**config.mk**
```make
export PLATFORM = sky130hd
export DESIGN_NAME = cfg_item_port
export DESIGN_NICKNAME = d
export VERILOG_FILES = /design/src/rtl/cfg_item_pkg.sv /design/src/rtl/cfg_item_rom.sv /design/src/rtl/cfg_cursor.sv /design/src/rtl/cfg_bus_regs.sv /design/src/rtl/cfg_item_port.sv
export SDC_FILE = /design/constraint.sdc
export NUM_CORES = 1
export LEC_CHECK = 0
export ABC_AREA = 1
export BUFFER_PORTS_ARGS = -buffer_cell sky130_fd_sc_hd__buf_2
export CORE_MARGIN = 2
export CORE_UTILIZATION = 50
export CTS_CLUSTER_SIZE = 28
export DETAILED_ROUTE_END_ITERATION = 10
export PLACE_DENSITY_LB_ADDON = 0.15
export SLEW_MARGIN = 20
export SYNTH_ARGS = -nofsm -noshare
export SYNTH_HDL_FRONTEND = slang
export SYNTH_SLANG_ARGS = --single-unit
```
**constraint.sdc**
```tcl
create_clock -name clk_i -period 4.7 [get_ports clk_i]
set_input_delay 0.705 -clock clk_i [delete_from_list [all_inputs] [get_ports clk_i]]
set_output_delay 0.705 -clock clk_i [all_outputs]
set_load 0.01 [all_outputs]
```
**src/rtl/cfg_item_pkg.sv**
```systemverilog
package cfg_item_pkg;
  localparam int KEY_W  = 16;
  localparam int OFF_W  = 16;
  localparam int ADDR_W = 5;
  localparam int DATA_W = 64;

  localparam logic [KEY_W-1:0] KEY_SIG  = 16'h0000;
  localparam logic [KEY_W-1:0] KEY_FEAT = 16'h0001;

  // identification word, lane 0 is lowest address
  localparam logic [DATA_W-1:0] ID_MAGIC = 64'h4746_4320_554D_4551;

  typedef enum logic [1:0] {
    REG_DATA = 2'd0,
    REG_SEL  = 2'd1,
    REG_XADR = 2'd2,
    REG_NONE = 2'd3
  } reg_sel_e;

  function automatic reg_sel_e decode_addr(input logic [ADDR_W-1:0] a);
    if (a < 5'd8)                   return REG_DATA;
    else if (a == 5'd8 || a == 5'd9) return REG_SEL;
    else if (a >= 5'd16 && a <= 5'd23) return REG_XADR;
    else                            return REG_NONE;
  endfunction
endpackage

```
**src/rtl/cfg_item_rom.sv**
```systemverilog
module cfg_item_rom
  import cfg_item_pkg::*;
#(
  parameter int               N_USER    = 4,
  parameter logic [KEY_W-1:0] USER_BASE = 16'h0020,
  parameter bit               DMA_EN    = 1'b1
) (
  input  logic [KEY_W-1:0] key_i,
  input  logic [OFF_W-1:0] off_i,
  output logic [OFF_W-1:0] len_o,
  output logic [7:0]       byte_o
);
  localparam int NU = (N_USER > 0) ? N_USER : 1;
  localparam logic [31:0] FEAT_WORD = DMA_EN ? 32'h0000_0002 : 32'h0000_0000;

  logic [NU-1:0]    hit;
  logic [OFF_W-1:0] ulen  [NU];
  logic [7:0]       ubyte [NU];

  for (genvar g = 0; g < NU; g++) begin : g_user
    assign hit[g]   = (N_USER > 0) && (key_i == KEY_W'(USER_BASE + KEY_W'(g)));
    assign ulen[g]  = OFF_W'(5 + 3 * g);
    assign ubyte[g] = (off_i < ulen[g]) ? 8'(8'hA0 + 8'(16 * g)) + off_i[7:0] : 8'h00;
  end

  logic [7:0] sig_byte;
  always_comb begin
    unique case (off_i[1:0])
      2'd0: sig_byte = 8'h51;
      2'd1: sig_byte = 8'h45;
      2'd2: sig_byte = 8'h4D;
      default: sig_byte = 8'h55;
    endcase
  end

  always_comb begin
    len_o  = '0;
    byte_o = 8'h00;
    if (key_i == KEY_SIG) begin
      len_o  = OFF_W'(4);
      byte_o = (off_i < OFF_W'(4)) ? sig_byte : 8'h00;
    end else if (key_i == KEY_FEAT) begin
      len_o  = OFF_W'(4);
      byte_o = (off_i < OFF_W'(4)) ? FEAT_WORD[8*off_i[1:0] +: 8] : 8'h00;
    end else begin
      for (int i = 0; i < NU; i++) begin
        if (hit[i]) begin
          len_o  = ulen[i];
          byte_o = ubyte[i];
        end
      end
    end
  end
endmodule

```
**src/rtl/cfg_cursor.sv**
```systemverilog
module cfg_cursor
  import cfg_item_pkg::*;
(
  input  logic             clk_i,
  input  logic             rst_ni,
  input  logic             sel_i,
  input  logic [KEY_W-1:0] sel_key_i,
  input  logic             adv_i,
  input  logic [OFF_W-1:0] adv_len_i,
  input  logic [OFF_W-1:0] item_len_i,
  output logic [KEY_W-1:0] key_o,
  output logic [OFF_W-1:0] off_o
);
  logic [OFF_W:0]   sum;
  logic [OFF_W-1:0] off_nxt;

  assign sum     = {1'b0, off_o} + {1'b0, adv_len_i};
  assign off_nxt = (sum > {1'b0, item_len_i}) ? item_len_i : sum[OFF_W-1:0];

  always_ff @(posedge clk_i or negedge rst_ni) begin
    if (!rst_ni) begin
      key_o <= KEY_SIG;
      off_o <= '0;
    end else if (sel_i) begin
      key_o <= sel_key_i;
      off_o <= '0;
    end else if (adv_i) begin
      off_o <= off_nxt;
    end
  end

  a_r8_off_in_range: assert property (@(posedge clk_i) disable iff (!rst_ni)
    off_o <= item_len_i);
  a_r3_sel_rewinds: assert property (@(posedge clk_i) disable iff (!rst_ni)
    sel_i |=> (off_o == '0) && (key_o == $past(sel_key_i)));
  a_r12_adv_forward: assert property (@(posedge clk_i) disable iff (!rst_ni)
    (adv_i && !sel_i) |=> (off_o >= $past(off_o)) && (key_o == $past(key_o)));
endmodule

```
**src/rtl/cfg_bus_regs.sv**
```systemverilog
module cfg_bus_regs
  import cfg_item_pkg::*;
#(
  parameter bit DMA_EN = 1'b1
) (
  input  logic              clk_i,
  input  logic              rst_ni,
  input  logic              req_valid_i,
  input  logic              req_ready_i,
  input  logic              req_write_i,
  input  logic [ADDR_W-1:0] req_addr_i,
  input  logic [DATA_W-1:0] req_wdata_i,
  input  logic [KEY_W-1:0]  cur_key_i,
  input  logic [7:0]        cur_byte_i,
  output logic              sel_o,
  output logic [KEY_W-1:0]  sel_key_o,
  output logic              rd_adv_o,
  output logic              rsp_valid_o,
  output logic [DATA_W-1:0] rsp_rdata_o
);
  reg_sel_e          rsel;
  logic              acc;
  logic [DATA_W-1:0] rd_val;

  assign rsel      = decode_addr(req_addr_i);
  assign acc       = req_valid_i && req_ready_i;
  assign sel_o     = acc && req_write_i && (rsel == REG_SEL);
  assign sel_key_o = req_wdata_i[KEY_W-1:0];
  assign rd_adv_o  = acc && !req_write_i && (rsel == REG_DATA);

  always_comb begin
    unique case (rsel)
      REG_DATA: rd_val = {{(DATA_W-8){1'b0}}, cur_byte_i};
      REG_SEL:  rd_val = {{(DATA_W-KEY_W){1'b0}}, cur_key_i};
      REG_XADR: rd_val = DMA_EN ? ID_MAGIC : '0;
      default:  rd_val = '0;
    endcase
  end

  always_ff @(posedge clk_i or negedge rst_ni) begin
    if (!rst_ni) begin
      rsp_valid_o <= 1'b0;
      rsp_rdata_o <= '0;
    end else begin
      rsp_valid_o <= acc;
      rsp_rdata_o <= (acc && !req_write_i) ? rd_val : '0;
    end
  end

  a_r10_rsp_follows: assert property (@(posedge clk_i) disable iff (!rst_ni)
    acc |=> rsp_valid_o);
  a_r10_no_spurious: assert property (@(posedge clk_i) disable iff (!rst_ni)
    !acc |=> !rsp_valid_o);
  a_r4_byte_only: assert property (@(posedge clk_i) disable iff (!rst_ni)
    rd_adv_o |=> (rsp_rdata_o[DATA_W-1:8] == '0));
  a_r10_write_rsp_zero: assert property (@(posedge clk_i) disable iff (!rst_ni)
    (acc && req_write_i) |=> (rsp_rdata_o == '0));
endmodule

```
**src/rtl/cfg_item_port.sv**
```systemverilog
module cfg_item_port
  import cfg_item_pkg::*;
#(
  parameter int               N_USER    = 4,
  parameter logic [KEY_W-1:0] USER_BASE = 16'h0020,
  parameter bit               DMA_EN    = 1'b1
) (
  input  logic              clk_i,
  input  logic              rst_ni,
  input  logic              req_valid_i,
  output logic              req_ready_o,
  input  logic              req_write_i,
  input  logic [ADDR_W-1:0] req_addr_i,
  input  logic [DATA_W-1:0] req_wdata_i,
  output logic              rsp_valid_o,
  output logic [DATA_W-1:0] rsp_rdata_o,
  input  logic              dma_sel_valid_i,
  input  logic [KEY_W-1:0]  dma_sel_key_i,
  input  logic              dma_skip_valid_i,
  input  logic [OFF_W-1:0]  dma_skip_len_i,
  input  logic              dma_fetch_valid_i,
  output logic [7:0]        dma_byte_o
);
  logic [KEY_W-1:0] key_q;
  logic [OFF_W-1:0] off_q, item_len;
  logic [7:0]       cur_byte;
  logic             bus_sel, bus_adv;
  logic [KEY_W-1:0] bus_key;
  logic             sel, adv;
  logic [KEY_W-1:0] sel_key;
  logic [OFF_W-1:0] adv_len;

  // side ports own the cursor whenever active
  assign req_ready_o = !(dma_sel_valid_i || dma_skip_valid_i || dma_fetch_valid_i);

  assign sel     = dma_sel_valid_i || bus_sel;
  assign sel_key = dma_sel_valid_i ? dma_sel_key_i : bus_key;
  assign adv     = !dma_sel_valid_i && (dma_skip_valid_i || dma_fetch_valid_i || bus_adv);
  assign adv_len = dma_skip_valid_i ? dma_skip_len_i : OFF_W'(1);

  cfg_item_rom #(.N_USER(N_USER), .USER_BASE(USER_BASE), .DMA_EN(DMA_EN)) u_rom (
    .key_i (key_q),
    .off_i (off_q),
    .len_o (item_len),
    .byte_o(cur_byte)
  );

  cfg_cursor u_cursor (
    .clk_i     (clk_i),
    .rst_ni    (rst_ni),
    .sel_i     (sel),
    .sel_key_i (sel_key),
    .adv_i     (adv),
    .adv_len_i (adv_len),
    .item_len_i(item_len),
    .key_o     (key_q),
    .off_o     (off_q)
  );

  cfg_bus_regs #(.DMA_EN(DMA_EN)) u_regs (
    .clk_i      (clk_i),
    .rst_ni     (rst_ni),
    .req_valid_i(req_valid_i),
    .req_ready_i(req_ready_o),
    .req_write_i(req_write_i),
    .req_addr_i (req_addr_i),
    .req_wdata_i(req_wdata_i),
    .cur_key_i  (key_q),
    .cur_byte_i (cur_byte),
    .sel_o      (bus_sel),
    .sel_key_o  (bus_key),
    .rd_adv_o   (bus_adv),
    .rsp_valid_o(rsp_valid_o),
    .rsp_rdata_o(rsp_rdata_o)
  );

  assign dma_byte_o = cur_byte;

  a_r11_fetch_steps: assert property (@(posedge clk_i) disable iff (!rst_ni)
    (dma_fetch_valid_i && !dma_sel_valid_i && !dma_skip_valid_i && off_q < item_len)
      |=> off_q == $past(off_q) + OFF_W'(1));
  a_r8_end_reads_zero: assert property (@(posedge clk_i) disable iff (!rst_ni)
    (off_q >= item_len) |-> (dma_byte_o == 8'h00));
  a_r11_bus_held: assert property (@(posedge clk_i) disable iff (!rst_ni)
    (dma_sel_valid_i && req_valid_i) |=> !rsp_valid_o);
endmodule

```
==> results.md, run 1 <==
- Synth Register Bits: 50
- Wire length per cell: 11.85 µm
- Critical path class: reg2out
- Clock Tree Buf Depth: 2
- Synth warn: 0
- Synth cell types: 45
- Die width: 99.17 µm
- F_max: 304.2 MHz
- Crit-path max FO: 6
- Avg Cell Area, Syn: 6.738 µm²
- CTS Sinks: 50
- Vias in the first global route: 3,941
- Resize count post-CTS: 0
- GRT Total Usage: 20.94%
- First-pass DRT Iterations: 4
- Postcts setup bufs: 0
- Measured slew at the worst slew-check pin: 0.8813 ns
- Hold-fix buffers, CTS: 0
- Number of flops mapped to enable cells by yosys: 0
- CP Data Arrival Time: 2.58 ns
- Slew Viols, Final: 0
- Wirelength, routed: 10,220 µm
- ANT cells: 0
- P&R area growth vs syn: 10.14%
- CTS tree: yes
- Final Skew: 0.007503 ns
- Gpl congestion: 0.9106
- FFs w/ async S/R, synth: 100.0%
- Sequential share of the synthesized area: 27.63%
- Grt total ovfl: 0
- Die height: 99.17 µm
- Final setup fails: 0
- Largest stage delay, worst path: 0.49 ns
- Crit share post-route: 69.95%
- Pleak: 0.003012 µW
- DRC Markers: 0
- Crit path time final: 3.287 ns
- Synth area leader: dfrtp_1
- Core area: 0.008763 mm²
- Post-Synthesis Cells: 672
- Unrepaired setup endpoints after global routing: no
- Flop2flop setup slack: 1.72 ns
- Fin cells: 863
- Max_slew headroom: 40.81%
- Critical R2R Capture: u_cursor.off_o[1]$_DFFE_PN0P_
- First-pass GRT wire length: 17,170 µm
- Synthesized cell area: 0.004528 mm²
- Vias/cell: 4.911
- Startpoint Class: flop
- R2R Path Start: u_cursor.key_o[13]$_DFFE_PN0N_
- DRT antenna net count: 0
- Min Hold Slack: 0.4780 ns
- Required time worst endpoint: 3.99 ns
- Max_cap viols: 0
- Number of buffers created by CTS: 5
- Main synth FF type: dfrtp_1
- Status: complete, no violations
- Placed cell count: 855
- Final nets: 893
- Setup TNS: 0 ns
- Power Dens Cells: 177.0 mW/mm²
- Layout cells sized above 1: 20.79%
- Rows: 34
- Initial DRC count: 222
- Buffers added on ports: 103
- Clk slew on worst S/H paths: 0.10 ns
- Io pins: 182
- Initial Utilization: 51.67%
- Final Hold Violating Endpoints: 0
- DIE AREA: 0.009834 mm²
- Synth top area cells: dfrtp_1 28%, nand2_1 16%, ha_1 8.3%, buf_4 8.1%, inv_1 6.7%
- VDD IR-drop max: 115.3 µV
- CP Cell Sequence: inv_1, ha_1, nand2_1, nor2_2, nand4_2, nand2_1, nand2_2, o221ai_1, nand2_1, inv_1, buf_2
- Top-area cell type share of the netlist area: 27.63%
- Slowest-stage cell, CP: dfrtp_1
- Latest clock arrival within the worst-skew pair: 0.30 ns
- FF-to-FF path depth: 22
- Clock root buffer: clkbuf_8
- Hold/Removal Path Class: in2async
- Crit. End Element: output port
- Largest net degree at the start of global routing: 51
- Initial antenna violation count: 0
- CTS H-Tree Depth: 2
- Via Count: 4,238
- Post-DP HPWL: 8442 µm
- CP most frequent cell: nand2_1
metal layers:
metal  GRT usage (%)  vias to the layer above  routed length [µm]
met5               0                        -                   0
met4           5.163                        0                 136
met3           3.162                       12                 483
met2           35.71                      113                4896
met1           28.10                     1900                4708
li1                -                     2213                   -
flip-flops by register name, indices dropped and copies added (netlist names):
register	cells
u_cursor.off_o	16
u_cursor.key_o	16
u_regs.rsp_valid_o	1
u_regs.rsp_rdata_o	17
how the worst max path moves through the flow:
| stage | cells after the start | end | startpoint |
|---|---|---|---|
| 2_1_floorplan | 19 | u_cursor.off_o[3]$_DFFE_PN0P_ | dma_skip_valid_i |
| 3_3_place_gp | 19 | u_cursor.off_o[1]$_DFFE_PN0P_ | dma_skip_valid_i |
| 3_5_place_dp | 19 | u_cursor.off_o[1]$_DFFE_PN0P_ | dma_skip_valid_i |
| 4_1_cts | 11 | dma_byte_o[7] | u_cursor.off_o[5]$_DFFE_PN0P_ |
| 5_1_grt | 19 | u_cursor.off_o[2]$_DFFE_PN0P_ | dma_skip_valid_i |
| 6_report | 11 | dma_byte_o[7] | u_cursor.off_o[5]$_DFFE_PN0P_ |
where the power goes:
part,switching (µW),internal (µW),leakage [µW],total (µW)
logic,99.6,55.3,0.00231,155
registers,16.2,446,0.000656,462
clock network,155,111,0.0000502,266
cells in the mapped netlist (2+ instances only):
library cell    n
clkinv_1        2
nor2_1         78
nand2_1       198
a21oi_1        31
buf_4          49
nor2_2          6
a31oi_1        17
nor2_4          6
nand4_1         4
o21ai_1         2
dfrtp_1        50
buf_2           3
ha_1           30
nand3_1        44
inv_1          81
clkbuf_1        5
o21ai_0         4
nand3b_1       10
nand2_2         9
inv_2           9
nand3_2         4
xor2_1          6
a21boi_0        2
metrics by stage:
step / util [%] / worst slack (ns) / instance area [µm²] / total power (µW)
2_1_floorplan: - / 1.234 / 4633 / 588.2
3_3_place_gp: 55.80 / 1.232 / 4890 / 621.9
4_1_cts: 56.91 / 1.458 / 4987 / 889.6
5_1_grt: 56.91 / 1.176 / 4987 / 933.4
6_report: 56.91 / 1.413 / 4987 / 882.7
3_5_place_dp: 55.80 / 1.181 / 4890 / 625.4
placed cells by master (no fill, tap or decap), drive strengths merged, types with 17 or more instances in the layout:
| master | n |
|---|---|
| nand3 | 49 |
| nor2 | 91 |
| buf | 104 |
| inv | 91 |
| nand2 | 208 |
| a21oi | 31 |
| dfrtp | 50 |
| conb | 29 |
| a31oi | 17 |
| ha | 30 |
worst max-delay path: cells and delay by family (launching register included):
kind	cells	cell delay, ns
buffers and inverters	3	0.43
AOI/OAI and AO/OA	1	0.26
and+or+nand+nor	6	0.89
DFF	1	0.49
adders and majority gates	1	0.22
logic make-up after synthesis:
kind of cell             Yosys count  share of synthesized area (%)
buffers and inverters            149                          16.50
AO/OA/AOI/OAI                     63                          8.234
flip-flops                        50                          27.63
other                              1                        0.08282
AND/OR/NAND/NOR                  371                          37.47
XOR/XNOR                           7                          1.354
adder cells (fa/ha/maj)           31                          8.732
area by class of cell:
cell class                      instances  area [µm²]
Multi-Input combinational cell        501        2635
Sequential cell                        50        1251
Inverter                               92       345.3
Clock inverter                          3       28.78
Clock buffer                            5       68.82
Fill cell                             853        3776
Timing Repair Buffer                  104       523.0
Tap cell                              108       135.1
Note: power is estimated with default switching activity, not from simulation.
==> run 2, diff against run 1 <==
Clock period 4.7 ns to 3.3 ns, I/O delays scaled along.
==> run 2 against run 1 <==
  * Worst hold slack worse by 0.22 ns
  * Cell area is 0.45% higher
  * Register-to-register slack worse by 1.3 ns
  * Sequential power rose by 42%
  * Highest routed layer unchanged
  * Critical path type unchanged
==> results.md, run 2 (synthesis results as in run 1) <==
- Seq pwr share: 53.3% (+1.0 points)
- Final Hold Violating Endpoints: 0 (unchanged)
- Critical R2R Capture: u_cursor.off_o[3]$_DFFE_PN0P_
- Power Dens Cells: 246.4 mW/mm² (+39%)
- Vias in the first global route: 3,830 (-2.8%)
- CTS tree: yes
- Die height: 99.17 µm (unchanged)
- CP Cell Sequence: inv_1, ha_1, nand2_1, nor2_1, inv_1, nand4_2, nand2_1, nand2_2, nand3_2, nand3_1, a21boi_1, buf_2
- Sequential cell area: 0.001251 mm² (unchanged)
- Largest net degree at the start of global routing: 38 (-25%)
- Clk network pwr share: 28.7% (-1.4 points)
- Footprint of the multi-input gates: 0.002635 mm² (unchanged)
- VDD IR-drop max: 189.6 µV (+64%)
- Initial DRC count: 166 (-25%)
- Grt total ovfl: 0 (unchanged)
- Via Count: 4,149 (-2.1%)
- First-pass GRT wire length: 17,090 µm (-0.44%)
- Largest stage delay, worst path: 0.55 ns (+0.06 ns)
- Int Power: 862.7 µW (+41%)
- Rows: 34 (unchanged)
- ANT cells: 0 (unchanged)
- P&R area growth vs syn: 10.64%
- Largest regs: u_regs.rsp_rdata_o (17), u_cursor.key_o (16), u_cursor.off_o (16)
- Post-DP HPWL: 8536 µm (+1.1%)
- Gpl congestion: 0.9173 (+0.74%)
- First-pass DRT Iterations: 5 (+1)
- Fill count: 887 (+4.0%)
- CTS Sinks: 50 (unchanged)
- Wire length per cell: 11.81 µm (-0.34%)
- Number of buffers created by CTS: 5 (unchanged)
- Postcts setup bufs: 0 (unchanged)
- Slowest-stage cell, CP: dfrtp_1
- Most frequent cells in the layout: 198 x nand2_1, 103 x buf_2, 81 x inv_1
- GRT Total Usage: 20.87% (-0.068 points)
- Initial Utilization: 51.67% (unchanged)
- F_max: 333.8 MHz
- Net Sw Power: 371.6 µW (+37%)
- Slew Viols, Final: 0 (unchanged)
- Logic pwr share: 18.0% (+0.5 points)
- R2R Path Start: u_cursor.off_o[0]$_DFFE_PN0P_
- Critical Path Source: u_cursor.off_o[6]$_DFFE_PN0P_
- Latest clock arrival within the worst-skew pair: 0.30 ns (about the same)
- Dpl cell area: 0.004920 mm² (+0.61%)
- Pleak: 0.003031 µW (+0.63%)
- Critical path class: reg2out
- Initial antenna violation count: 0 (unchanged)
- Required time worst endpoint: 2.80 ns (-1.19 ns)
- Startpoint Class: flop
- Core area: 0.008763 mm² (unchanged)
- Vias/cell: 4.785 (-2.6%)
- Crit path time final: 2.996 ns
- Die width: 99.17 µm (unchanged)
- Clk slew on worst S/H paths: 0.10 ns (about the same)
- Flop2flop setup slack: 0.38 ns (-1.34 ns)
- CTS H-Tree Depth: 2 (unchanged)
- Clock root buffer: clkbuf_8
- Final setup fails: 0 (unchanged)
- Wirelength, routed: 10,240 µm (+0.12%)
- Layout cells sized above 1: 21.21% (+0.42 points)
- Clock Tree Buf Depth: 2 (unchanged)
- Reg with most FFs: u_regs.rsp_rdata_o
- Measured slew at the worst slew-check pin: 0.7871 ns (-0.09415 ns)
- CP Data Arrival Time: 2.50 ns (-0.08 ns)
- Buffers added on ports: 103 (unchanged)
- Hold-fix buffers, CTS: 0 (unchanged)
- DRT antenna net count: 0 (unchanged)
- Sw Ratio: 30.11% (-0.63 points)
- Max_cap viols: 0 (unchanged)
- FF-to-FF path depth: 17 (-23%)
- Min Hold Slack: 0.2587 ns (-0.2193 ns)
- DRC Markers: 0 (unchanged)
- Final nets: 898 (+0.56%)
- Final Skew: 0.009801 ns (+0.002297 ns)
- Max_slew headroom: 47.52% (+6.7 points)
- Crit share post-route: 90.79%
- Crit. End Element: output port
- DIE AREA: 0.009834 mm² (unchanged)
- Resize count post-CTS: 0 (unchanged)
- Max reg flops: 17 (unchanged)
- Leading cell type in the layout, fill and taps excluded: nand2_1
- Unrepaired setup endpoints after global routing: no
- CP endpoint: dma_byte_o[1]
- Setup TNS: 0 ns (unchanged)
- Final Cell Area: 0.005010 mm² (+0.45%)
- Hold/Removal Path Class: in2async
- Crit-path max FO: 7 (+1)
- Io pins: 182 (unchanged)
- Status: complete, no violations
-- run 2: cell types whose count changed in the layout (fill, tap and decap cells not counted), sizes merged --
cell	before	now
clkinv	4	3
buf	104	109
-- run 2: how the worst min path moves through the flow --
stage | cells past startpoint | to | slack [ns] | startpoint
floorplan | 0 | u_cursor.key_o[0]$_DFFE_PN0N_ | 0.20 | rst_ni
global placement | 2 | u_cursor.off_o[9]$_DFFE_PN0P_ | 0.51 | u_cursor.off_o[9]$_DFFE_PN0P_
detailed placement | 2 | u_cursor.off_o[9]$_DFFE_PN0P_ | 0.51 | u_cursor.off_o[9]$_DFFE_PN0P_
CTS | 1 | u_cursor.off_o[1]$_DFFE_PN0P_ | 0.29 | rst_ni
global route | 1 | u_cursor.off_o[1]$_DFFE_PN0P_ | 0.34 | rst_ni
finish | 1 | u_cursor.off_o[1]$_DFFE_PN0P_ | 0.26 | rst_ni
-- run 2: cell type report --
type | instances | share of cell area (%)
multi-input cells | 501 | 52.60
clock inverters | 2 | 0.2747
clock buffers | 5 | 1.374
inverters | 92 | 6.893
flip-flops and latches | 50 | 24.98
repair buffers | 109 | 11.19
well taps | 108 | 2.697
-- run 2: power by group through the flow --
stage	sequential, µW	combinational, µW	clock (µW)
finish	658	222	354
global route	662	258	388
CTS	658	225	366
detailed placement	671	224	0
global placement	669	219	0
floorplan	665	172	0
-- run 2: per-stage QoR --
stage          power [µW]  setup slack [ns]  std cells  util, %
4_1_cts              1249            0.2968        866    57.08
2_1_floorplan       837.7           0.04386        700        -
5_1_grt              1307           0.07679        867    57.17
6_report             1234            0.3040        867    57.17
3_5_place_dp        894.5            0.1797        859    56.14
3_3_place_gp        888.7            0.2740        859    56.14
-- run 2: routing by layer --
| layer | vias to the layer above | GRT usage (%) | part of all wire [%] |
|---|---|---|---|
| li1 | 2217 | - | - |
| met1 | 1827 | 27.72 | 47 |
| met2 | 98 | 37.16 | 49 |
| met3 | 7 | 3.022 | 4.4 |
| met4 | 0 | 2.845 | 0.53 |
| met5 | - | 0 | 0 |
-- run 2: worst max-delay path, delay by kind of cell (launching register included) --
kind            cells  cell delay (ns)
simple gates        7             0.82
flops               1             0.55
buf+inv             3             0.42
fa+ha+maj           1             0.24
compound gates      1             0.16
